**src/rtl/ddr_seq_pkg.sv**
```systemverilog
package ddr_seq_pkg;

   typedef enum logic [3:0] {
      ST_STAB, ST_CKEUP, ST_PRE0, ST_EMR, ST_MRR, ST_PRE1,
      ST_AR0, ST_AR1, ST_MRF, ST_WAIT, ST_RUN, ST_RPRE, ST_RREF
   } seq_state_t;

   typedef logic [2:0] cmd_t;   // {ras_n, cas_n, we_n}

   localparam cmd_t CMD_NOP = 3'b111;
   localparam cmd_t CMD_PRE = 3'b010;
   localparam cmd_t CMD_LMR = 3'b000;
   localparam cmd_t CMD_REF = 3'b001;

   localparam int A10_BIT    = 10;  // all-banks flag on precharge
   localparam int DLLRST_BIT = 8;   // DLL reset in base mode word

   function automatic int max4(input int a, input int b, input int c, input int d);
      int m;
      m = a;
      if (b > m) m = b;
      if (c > m) m = c;
      if (d > m) m = d;
      return m;
   endfunction

endpackage

```
**src/rtl/ddr_step_timer.sv**
```systemverilog
module ddr_step_timer #(
   parameter int CW      = 4,
   parameter int RST_VAL = 1
) (
   input  logic          clk,
   input  logic          rst,
   input  logic          load,
   input  logic [CW-1:0] load_val,
   output logic          expire
);

   logic [CW-1:0] cnt_q;

   always_ff @(posedge clk) begin
      if (rst)
         cnt_q <= CW'(RST_VAL);
      else if (load)
         cnt_q <= load_val;
      else if (cnt_q != '0)
         cnt_q <= cnt_q - 1'b1;
   end

   assign expire = (cnt_q == CW'(1));

endmodule

```
**src/rtl/ddr_refi_timer.sv**
```systemverilog
module ddr_refi_timer #(
   parameter int T_REFI   = 100,
   parameter int OWED_MAX = 3
) (
   input  logic clk,
   input  logic rst,
   input  logic en,
   input  logic served,
   output logic owed_any
);

   localparam int IW = $clog2(T_REFI);
   localparam int OW = $clog2(OWED_MAX + 1);

   logic [IW-1:0] ivl_q;
   logic [OW-1:0] owed_q;
   logic          tick;

   assign tick = en && (ivl_q == IW'(T_REFI - 1));

   always_ff @(posedge clk) begin
      if (rst || !en)
         ivl_q <= '0;
      else if (tick)
         ivl_q <= '0;
      else
         ivl_q <= ivl_q + 1'b1;
   end

   always_ff @(posedge clk) begin
      if (rst)
         owed_q <= '0;
      else begin
         unique case ({tick, served})
            2'b10:   if (owed_q < OW'(OWED_MAX)) owed_q <= owed_q + 1'b1;
            2'b01:   if (owed_q != '0) owed_q <= owed_q - 1'b1;
            default: owed_q <= owed_q;
         endcase
      end
   end

   assign owed_any = (owed_q != '0);

endmodule

```
**src/rtl/ddr_mode_word.sv**
```systemverilog
module ddr_mode_word import ddr_seq_pkg::*; #(
   parameter int ADDR_W    = 13,
   parameter int BURST_LEN = 4,
   parameter int CL_X2     = 5
) (
   output logic [ADDR_W-1:0] mr_dllrst,
   output logic [ADDR_W-1:0] mr_run
);

   logic [2:0] cl_code;
   logic [2:0] bl_code;

   generate
      if (CL_X2 == 4) begin : g_cl20
         assign cl_code = 3'b010;
      end else if (CL_X2 == 5) begin : g_cl25
         assign cl_code = 3'b110;
      end else begin : g_cl30
         assign cl_code = 3'b011;
      end

      if (BURST_LEN == 2) begin : g_bl2
         assign bl_code = 3'b001;
      end else if (BURST_LEN == 4) begin : g_bl4
         assign bl_code = 3'b010;
      end else begin : g_bl8
         assign bl_code = 3'b011;
      end
   endgenerate

   assign mr_run    = ADDR_W'({cl_code, 1'b0, bl_code});
   assign mr_dllrst = mr_run | (ADDR_W'(1) << DLLRST_BIT);

endmodule

```
**src/rtl/ddr_initref.sv**
```systemverilog
module ddr_initref import ddr_seq_pkg::*; #(
   parameter int ADDR_W    = 13,
   parameter int BURST_LEN = 4,
   parameter int CL_X2     = 5,
   parameter int T_STAB    = 6,
   parameter int T_RP      = 3,
   parameter int T_MRD     = 2,
   parameter int T_RFC     = 8,
   parameter int T_REFI    = 100,
   parameter int OWED_MAX  = 3
) (
   input  logic              clk,
   input  logic              rst,
   input  logic              exec_idle,
   output logic              init_done,
   output logic              user_hold,
   output logic              bus_own,
   output logic              cke,
   output logic              ras_n,
   output logic              cas_n,
   output logic              we_n,
   output logic [1:0]        ba,
   output logic [ADDR_W-1:0] addr
);

   localparam int T_MAX = max4(T_STAB, T_RP, T_MRD, T_RFC);
   localparam int CW    = $clog2(T_MAX + 1);

   initial begin : elab_chk
      if (ADDR_W <= A10_BIT)              $error("ADDR_W must exceed 10");
      if (CL_X2 < 4 || CL_X2 > 6)         $error("CL_X2 must be 4, 5 or 6");
      if (!(BURST_LEN inside {2, 4, 8}))  $error("BURST_LEN must be 2, 4 or 8");
      if (T_STAB < 1)                     $error("T_STAB must be at least 1");
      if (T_RP < 2 || T_MRD < 2 || T_RFC < 2) $error("waits must be at least 2");
      if (OWED_MAX < 1)                   $error("OWED_MAX must be at least 1");
      if (T_REFI <= T_RP + T_RFC + 2)     $error("T_REFI too short");
   end

   seq_state_t        state_q, nxt;
   seq_state_t        ret_q, ret_n;
   logic              t_load, t_exp;
   logic [CW-1:0]     t_val;
   cmd_t              cmd;
   logic [1:0]        ba_c;
   logic [ADDR_W-1:0] addr_c;
   logic [ADDR_W-1:0] mr_dllrst, mr_run;
   logic              owed_any;

   ddr_step_timer #(.CW(CW), .RST_VAL(T_STAB)) u_step (
      .clk(clk), .rst(rst), .load(t_load), .load_val(t_val), .expire(t_exp)
   );

   ddr_refi_timer #(.T_REFI(T_REFI), .OWED_MAX(OWED_MAX)) u_refi (
      .clk(clk), .rst(rst), .en(init_done),
      .served(state_q == ST_RREF), .owed_any(owed_any)
   );

   ddr_mode_word #(.ADDR_W(ADDR_W), .BURST_LEN(BURST_LEN), .CL_X2(CL_X2)) u_mode (
      .mr_dllrst(mr_dllrst), .mr_run(mr_run)
   );

   always_comb begin
      nxt    = state_q;
      ret_n  = ret_q;
      t_load = 1'b0;
      t_val  = '0;
      cmd    = CMD_NOP;
      ba_c   = 2'b00;
      addr_c = '0;
      unique case (state_q)
         ST_STAB:  if (t_exp) nxt = ST_CKEUP;
         ST_CKEUP: nxt = ST_PRE0;
         ST_PRE0, ST_PRE1, ST_RPRE: begin
            cmd             = CMD_PRE;
            addr_c[A10_BIT] = 1'b1;
            nxt             = ST_WAIT;
            t_load          = 1'b1;
            t_val           = CW'(T_RP - 1);
            if (state_q == ST_PRE0)      ret_n = ST_EMR;
            else if (state_q == ST_PRE1) ret_n = ST_AR0;
            else                         ret_n = ST_RREF;
         end
         ST_EMR: begin
            cmd    = CMD_LMR;
            ba_c   = 2'b01;
            nxt    = ST_WAIT;
            t_load = 1'b1;
            t_val  = CW'(T_MRD - 1);
            ret_n  = ST_MRR;
         end
         ST_MRR, ST_MRF: begin
            cmd    = CMD_LMR;
            addr_c = (state_q == ST_MRR) ? mr_dllrst : mr_run;
            nxt    = ST_WAIT;
            t_load = 1'b1;
            t_val  = CW'(T_MRD - 1);
            ret_n  = (state_q == ST_MRR) ? ST_PRE1 : ST_RUN;
         end
         ST_AR0, ST_AR1, ST_RREF: begin
            cmd    = CMD_REF;
            nxt    = ST_WAIT;
            t_load = 1'b1;
            t_val  = CW'(T_RFC - 1);
            if (state_q == ST_AR0)      ret_n = ST_AR1;
            else if (state_q == ST_AR1) ret_n = ST_MRF;
            else                        ret_n = ST_RUN;
         end
         ST_WAIT: if (t_exp) nxt = ret_q;
         ST_RUN:  if (owed_any && exec_idle) nxt = ST_RPRE;
         default: nxt = ST_STAB;
      endcase
   end

   always_ff @(posedge clk) begin
      if (rst) begin
         state_q   <= ST_STAB;
         ret_q     <= ST_STAB;
         init_done <= 1'b0;
      end else begin
         state_q <= nxt;
         ret_q   <= ret_n;
         if (nxt == ST_RUN) init_done <= 1'b1;
      end
   end

   assign bus_own   = (state_q != ST_RUN);
   assign cke       = (state_q != ST_STAB);
   assign user_hold = !init_done || owed_any || bus_own;
   assign ras_n     = cmd[2];
   assign cas_n     = cmd[1];
   assign we_n      = cmd[0];
   assign ba        = ba_c;
   assign addr      = addr_c;

endmodule

```
**config.mk**
```make
export PLATFORM = sky130hd
export DESIGN_NAME = ddr_initref
export DESIGN_NICKNAME = d
export VERILOG_FILES = /design/src/rtl/ddr_seq_pkg.sv /design/src/rtl/ddr_step_timer.sv /design/src/rtl/ddr_refi_timer.sv /design/src/rtl/ddr_mode_word.sv /design/src/rtl/ddr_initref.sv
export SDC_FILE = /design/constraint.sdc
export NUM_CORES = 1
export LEC_CHECK = 0
export ABC_CLOCK_PERIOD_IN_PS = 2100
export BUFFER_PORTS_ARGS = -buffer_cell sky130_fd_sc_hd__buf_2
export CAP_MARGIN = 20
export CELL_PAD_IN_SITES_DETAIL_PLACEMENT = 1
export CELL_PAD_IN_SITES_GLOBAL_PLACEMENT = 2
export CORE_UTILIZATION = 31
export CTS_CLUSTER_SIZE = 14
export DETAILED_ROUTE_END_ITERATION = 10
export GPL_ROUTABILITY_DRIVEN = 0
export PLACE_DENSITY = 0.74
export SLEW_MARGIN = 20
export SYNTH_ARGS = -nofsm -noshare
export SYNTH_HDL_FRONTEND = slang
export SYNTH_SLANG_ARGS = --single-unit
```
**constraint.sdc**
```tcl
create_clock -name clk -period 2.1 [get_ports clk]
set_input_delay 0.42 -clock clk [delete_from_list [all_inputs] [get_ports clk]]
set_output_delay 0.42 -clock clk [all_outputs]
set_load 0.01 [all_outputs]
```
# [After elaboration in Yosys (flattened, before gate mapping)]
# Cells that the tools add are included.
[classes] add_sub_neg=4 n_mul=0 div=0 n_lt_le_gt_ge=1 n_eq_ne=20 n_shift=0 n_mux=22 n_bitwise=0 reduce_logical=20
[ops] op="$mux 4" count=9
[ops] op="$eq 4x4->1 const B" count=6
[ops] op="$pmux 4 s5" count=1
[ops] op="$mux 9" count=2
[ops] op="$pmux 3 s3" count=2
[ops] op="$eq 4x3->1 const B" count=4
[ops] op="$pmux 4 s4" count=1
[ops] op="$reduce_bool 4->1" count=3
[ops] op="$reduce_or 3->1" count=3
[ops] op="$reduce_or 9->1" count=1
[ops] op="$eq 4x1->1 const B" count=2
[ops] op="$eq 4x2->1 const B" count=2
[ops] op="$add 7x1->7 const B" count=1
[ops] op="$eq 7x7->1 const B" count=1
[ops] op="$mux 2" count=3
[ops] op="$reduce_bool 2->1" count=3
[ops] op="$logic_not 4->1" count=1
[ops] op="$ne 4x4->1 const B" count=1
[ops] op="$pmux 2 s2" count=1
[ops] op="$reduce_or 2->1" count=2
[ops] op="$sub 4x1->4 const B" count=1
[ops] op="$logic_or 1x1->1" count=3
[ops] op="$reduce_and 3->1" count=1
[ops] op="$add 2x1->2 const B" count=1
[ops] op="other kinds (10)" count=12
[totals] reg_bits=22 latch_bits=0 mem_bits_rw=0 mem_bits_ro=0 inputBits=3 output_inout_bits=22 word_cells=73 n_memories=0

# [Depth between registers and ports, before layout]
[logic_depth] ltp_word=5 ltp_mapped=6 depth_no_buf=6

# [Modules after synthesis]
# From an unflattened synthesis, not the netlist that was laid out.
[hier_totals] cells_unflattened=210 area_unflattened_um2=1670.4
[modules_own_cells] module="ddr_initref" n_inst=1 cells_each=110 area_per_inst_um2=798.3 seq_area_each_um2=180.2
[modules_own_cells] module="ddr_refi_timer" n_inst=1 cells_each=46 area_per_inst_um2=422.9 seq_area_each_um2=180.2
[modules_own_cells] module="ddr_step_timer" n_inst=1 cells_each=26 area_per_inst_um2=246.5 seq_area_each_um2=80.1
[modules_own_cells] module="ddr_mode_word" n_inst=1 cells_each=28 area_per_inst_um2=202.7 seq_area_each_um2=0.0

# [Worst setup path before layout]
# Ideal clock, no wire load.
[synth_timing] path_type="reg-to-output" start="register state_q[3]" end="output addr[5]" t_arrival_ns=1.267 required_time_ns=1.680 path_slack_ns=0.413 path_stages_with_launch=6 n_path_buf=3 path_cell_list="dfxtp_1 buf_2 clkbuf_1 xor2_1 and2_1 buf_4"
[synth_via] elab_chain_cells=3 word_cells_on_any_way=4 classes_between="eq/ne: 2; mux: 1; reduce/logical: 1"
[synth_rtl] item="start: declaration" line="ddr_initref.sv:39" text="seq_state_t state_q, nxt;"
[synth_rtl] item="start signal: assignment" line="ddr_initref.sv:120" text="state_q <= nxt;"
[synth_rtl] item="$eq 4x3->1 / $eq 4x4->1 (equally long branches)" line="ddr_initref.sv:70" text="unique case (state_q)"
[synth_rtl] item="$reduce_or 2->1 *"
[synth_rtl] item="$mux 9 *" line="ddr_initref.sv:70"
[synth_rtl] item="end: declaration" line="ddr_initref.sv:23" text="output logic [ADDR_W-1:0] addr"
# Every way passes the cells marked *; elsewhere a longest branch is shown, timed or not.

# [Worst setup path after layout]
[layout_timing] start="register state_q[2]" end="output ras_n"
[layout_via] elab_chain_cells=3 word_cells_on_any_way=13 classes_between="eq/ne: 9; mux: 1; reduce/logical: 3"
[layout_rtl] item="$eq 4x3->1, or another cell as far along" line="ddr_initref.sv:70"
[layout_rtl] item="$reduce_or 3->1 (on tied branches)"
[layout_rtl] item="$pmux 3 s3 *" line="ddr_initref.sv:70"
[layout_rtl] item="end: declaration" line="ddr_initref.sv:19" text="output logic ras_n,"
# Marks and branches as above.

==> results.txt <==
Initial core utilization: 33.0%. The vias per cell was 5.21. The transition time at the pin with the least slew margin was 0.490 ns; the overall track demand over capacity in global routing was 17.3%. The floorplan has 23 rows. Data on the critical path is required at its endpoint by 1.68 ns. After global routing the overflow that remains totals 0. The die covers 4660 um^2. The clock period could shrink to 1.97 ns. Synthesis inferred 22 register bits.

The mapped netlist covers 1360 um^2. VDD sags by at most 461 uV. Worst setup path category: register to output port. The via count of the first global-routing pass was 1257. The count of buffers from port buffering works out to 15.

The run finished with clean final reports. The tools report the global-route wire length before repair as 5910 um. Detailed placement finished with a half-perimeter wire length of 2850 um.

The total inserted antenna cells is 0, and the pin count of the biggest net entering global routing is 16. In this run the critical register-to-register path is launched from u_refi.ivl_q[4]. Cells fill 37.5% of the core in the end. The post-layout total power was 1.15 mW. The tools report the number of antenna violations at the first check in global routing as 0. At the end of the flow, the number of nets in the layout was 195. The final-report hold violation count was 0. The tightest min-delay check is of the register to register type. The tool flagged a number of max-cap violations equal to 0.

The die is 68.2 um wide. The post-route clock skew is 0.00381 ns, and the average routed wire per standard cell is 15.3 um. In the synthesized netlist, the number of instances is 172.

From synthesis to final layout, the design area changed by 13.5%. STA classifies the critical path endpoint as an output port. For this run, the detailed router's first-pass iteration total came to 5. The worst pin sits at a relative slew slack of 66.9%.

The maximum fanout along the worst path came out at 15. The cell sitting at the root of the clock tree is a sky130_fd_sc_hd__clkbuf_8. Buffers inserted to repair hold after CTS numbered 0.

The post-detailed-route DRC marker count was 0; the count of flip-flops with a built-in enable after synthesis was 0. Among all flip-flop cells after synthesis, the most frequent one is sky130_fd_sc_hd__dfxtp_1. STA classifies the critical path startpoint as a register. The setup total negative slack was 0 ns. Derived from the worst setup path, the maximum achievable clock frequency is 0.508 GHz. The average cell area after synthesis was 7.91 um^2. The detailed router finished its first iteration with 49 violations. The area of the core is 4120 um^2. The share of the yosys chip area belonging to registers was 32.4%.

The clock passes through at most 2 buffers. The tools report the total clock buffers created by CTS as 3. The logs give 0.26 ns for the clock network latency to the later pin of the worst-skew pair and 1.55 ns for the worst path arrival time. The routed wire length is 3630 um. The critical path starts at state_q[2]. The analysis attributes to cell leakage a power of 0.613 nW.

TritonCTS built the clock tree. After filler insertion, the fill cell instance count of the layout stands at 505. The number of library cell types mapped by synthesis is 42.

Number of slew-limit violations in the final report: 0. In this run the remaining antenna-violating nets after routing total 0. The run gives 1 as the number of levels in the clock H-tree. After clock tree synthesis, the clock-pin slew on the worst setup and hold paths is 0.08 ns. For the count of vias placed by the detailed router, the log shows 1234.

The tools report the origin of the worst min-delay path as u_refi.ivl_q[0]. The die is 68.2 um tall. The share of layout cells above drive strength 1 is 20.3%, and the power per cell area is 742 nW/um^2. The count of warnings emitted by yosys was 0; the clock sink count was 22. After layout, the worst path uses 93.7% of the clock period. Setup violations remaining at the end of the flow were counted as 0.

Top-level port count: 25. Setup repair after global routing left no endpoint under its margin. For this run, asynchronously set or reset flops after synthesis account for 0%.
[area by class of cell]
cell class | count | area (um^2) | area share, %
clock buffers | 3 | 41.3 | 2.67
clock inverters | 1 | 30.0 | 1.94
inverters | 7 | 26.3 | 1.70
multi-input cells | 132 | 812 | 52.6
flip-flops and latches | 22 | 444 | 28.8
well taps | 50 | 62.6 | 4.05
repair buffers | 22 | 128 | 8.27
[critical path: stages, from the launching register on]
cell                       delay (ns)
sky130_fd_sc_hd__dfxtp_2         0.50
sky130_fd_sc_hd__nand2b_1        0.20
sky130_fd_sc_hd__a21o_1          0.20
sky130_fd_sc_hd__and2_1          0.23
sky130_fd_sc_hd__buf_2           0.16
[sequential cells by signal, summed over array words and instances, names as in the netlist]
signal	flops
u_refi.ivl_q	7
ret_q	4
state_q	4
u_step.cnt_q	4
u_refi.owed_q	2
init_done	1
[what timing repair did]
| action | in CTS | in global routing |
|---|---|---|
| endpoints found under the setup margin | 3 | 6 |
| buffers inserted | 0 | 0 |
| gates resized for setup | 2 | 3 |
[cell usage after synthesis, drive strengths merged, types with 2 or more instances]
library cell,number,share of area [%]
dfxtp,22,32
nor2,19,5.2
buf,15,7.5
nand2,11,3.0
o21ai,11,4.0
a21oi,9,3.3
inv,7,1.9
a31oi,6,2.8
nor3,6,2.2
nor3b,6,3.3
xnor2,6,3.9
nand3,5,1.8
nor2b,5,2.3
clkbuf,4,1.1
ha,4,3.7
and3,3,1.4
nand2b,3,1.4
o211ai,3,1.7
xor2,3,1.9
a21o,2,1.1
a221oi,2,1.3
and2,2,0.92
or3b,2,1.3
[layout by cell type, fill, tap and decap left out, drive strengths merged, types with 6 or more instances in the layout]
cell   instances
a31oi          6
nor3           6
xnor2          6
nor3b          6
conb           9
a21oi          9
nor2          19
dfxtp         22
o21ai         11
inv            7
buf           22
nand2         11
[path summary, 6_finish.rpt]
check	end	slack [ns]	cells past startpoint
setup / recovery	ras_n	0.13	4
hold / removal	u_refi.ivl_q[0]	0.46	1
setup reg to reg	u_refi.owed_q[0]	0.35	4
hold reg to reg	u_refi.ivl_q[0]	0.46	1
[where the power goes]
part	total [mW]	leakage [nW]	internal (mW)	switching, mW
clock network	0.401	0.0357	0.255	0.146
registers	0.494	0.180	0.451	0.0433
logic	0.250	0.398	0.113	0.137
[metal layers]
| layer | share of wire (%) | vias up | GRT usage, % |
|---|---|---|---|
| met3 | 2.5 | 2 | 4.17 |
| met2 | 52 | 20 | 31.6 |
| met1 | 45 | 598 | 20.3 |
| met4 | 0.47 | 0 | 2.86 |
| li1 | - | 614 | - |
| met5 | 0 | - | 0 |
[stage by stage]
step | worst slack (ns) | instance area, um^2 | instances | hold WS [ns]
2_1_floorplan | 0.413 | 1390 | 180 | 0.413
3_3_place_gp | 0.300 | 1460 | 233 | 0.423
3_5_place_dp | 0.225 | 1460 | 233 | 0.449
4_1_cts | 0.0220 | 1540 | 237 | 0.471
5_1_grt | 0.0317 | 1540 | 237 | 0.498
6_report | 0.132 | 1540 | 237 | 0.456
[cell families (layout without fill, tap and decap cells)]
group,Yosys count,count (layout),synth area share (%)
AO/OA/AOI/OAI,40,40,19.2
other,1,9,0.276
adder cells (fa/ha/maj),4,4,3.68
buffers and inverters,26,33,10.5
AND/OR/NAND/NOR,70,70,28.2
XOR/XNOR,9,9,5.80
flip-flops,22,22,32.4
Power figures use the tool's default switching activity.
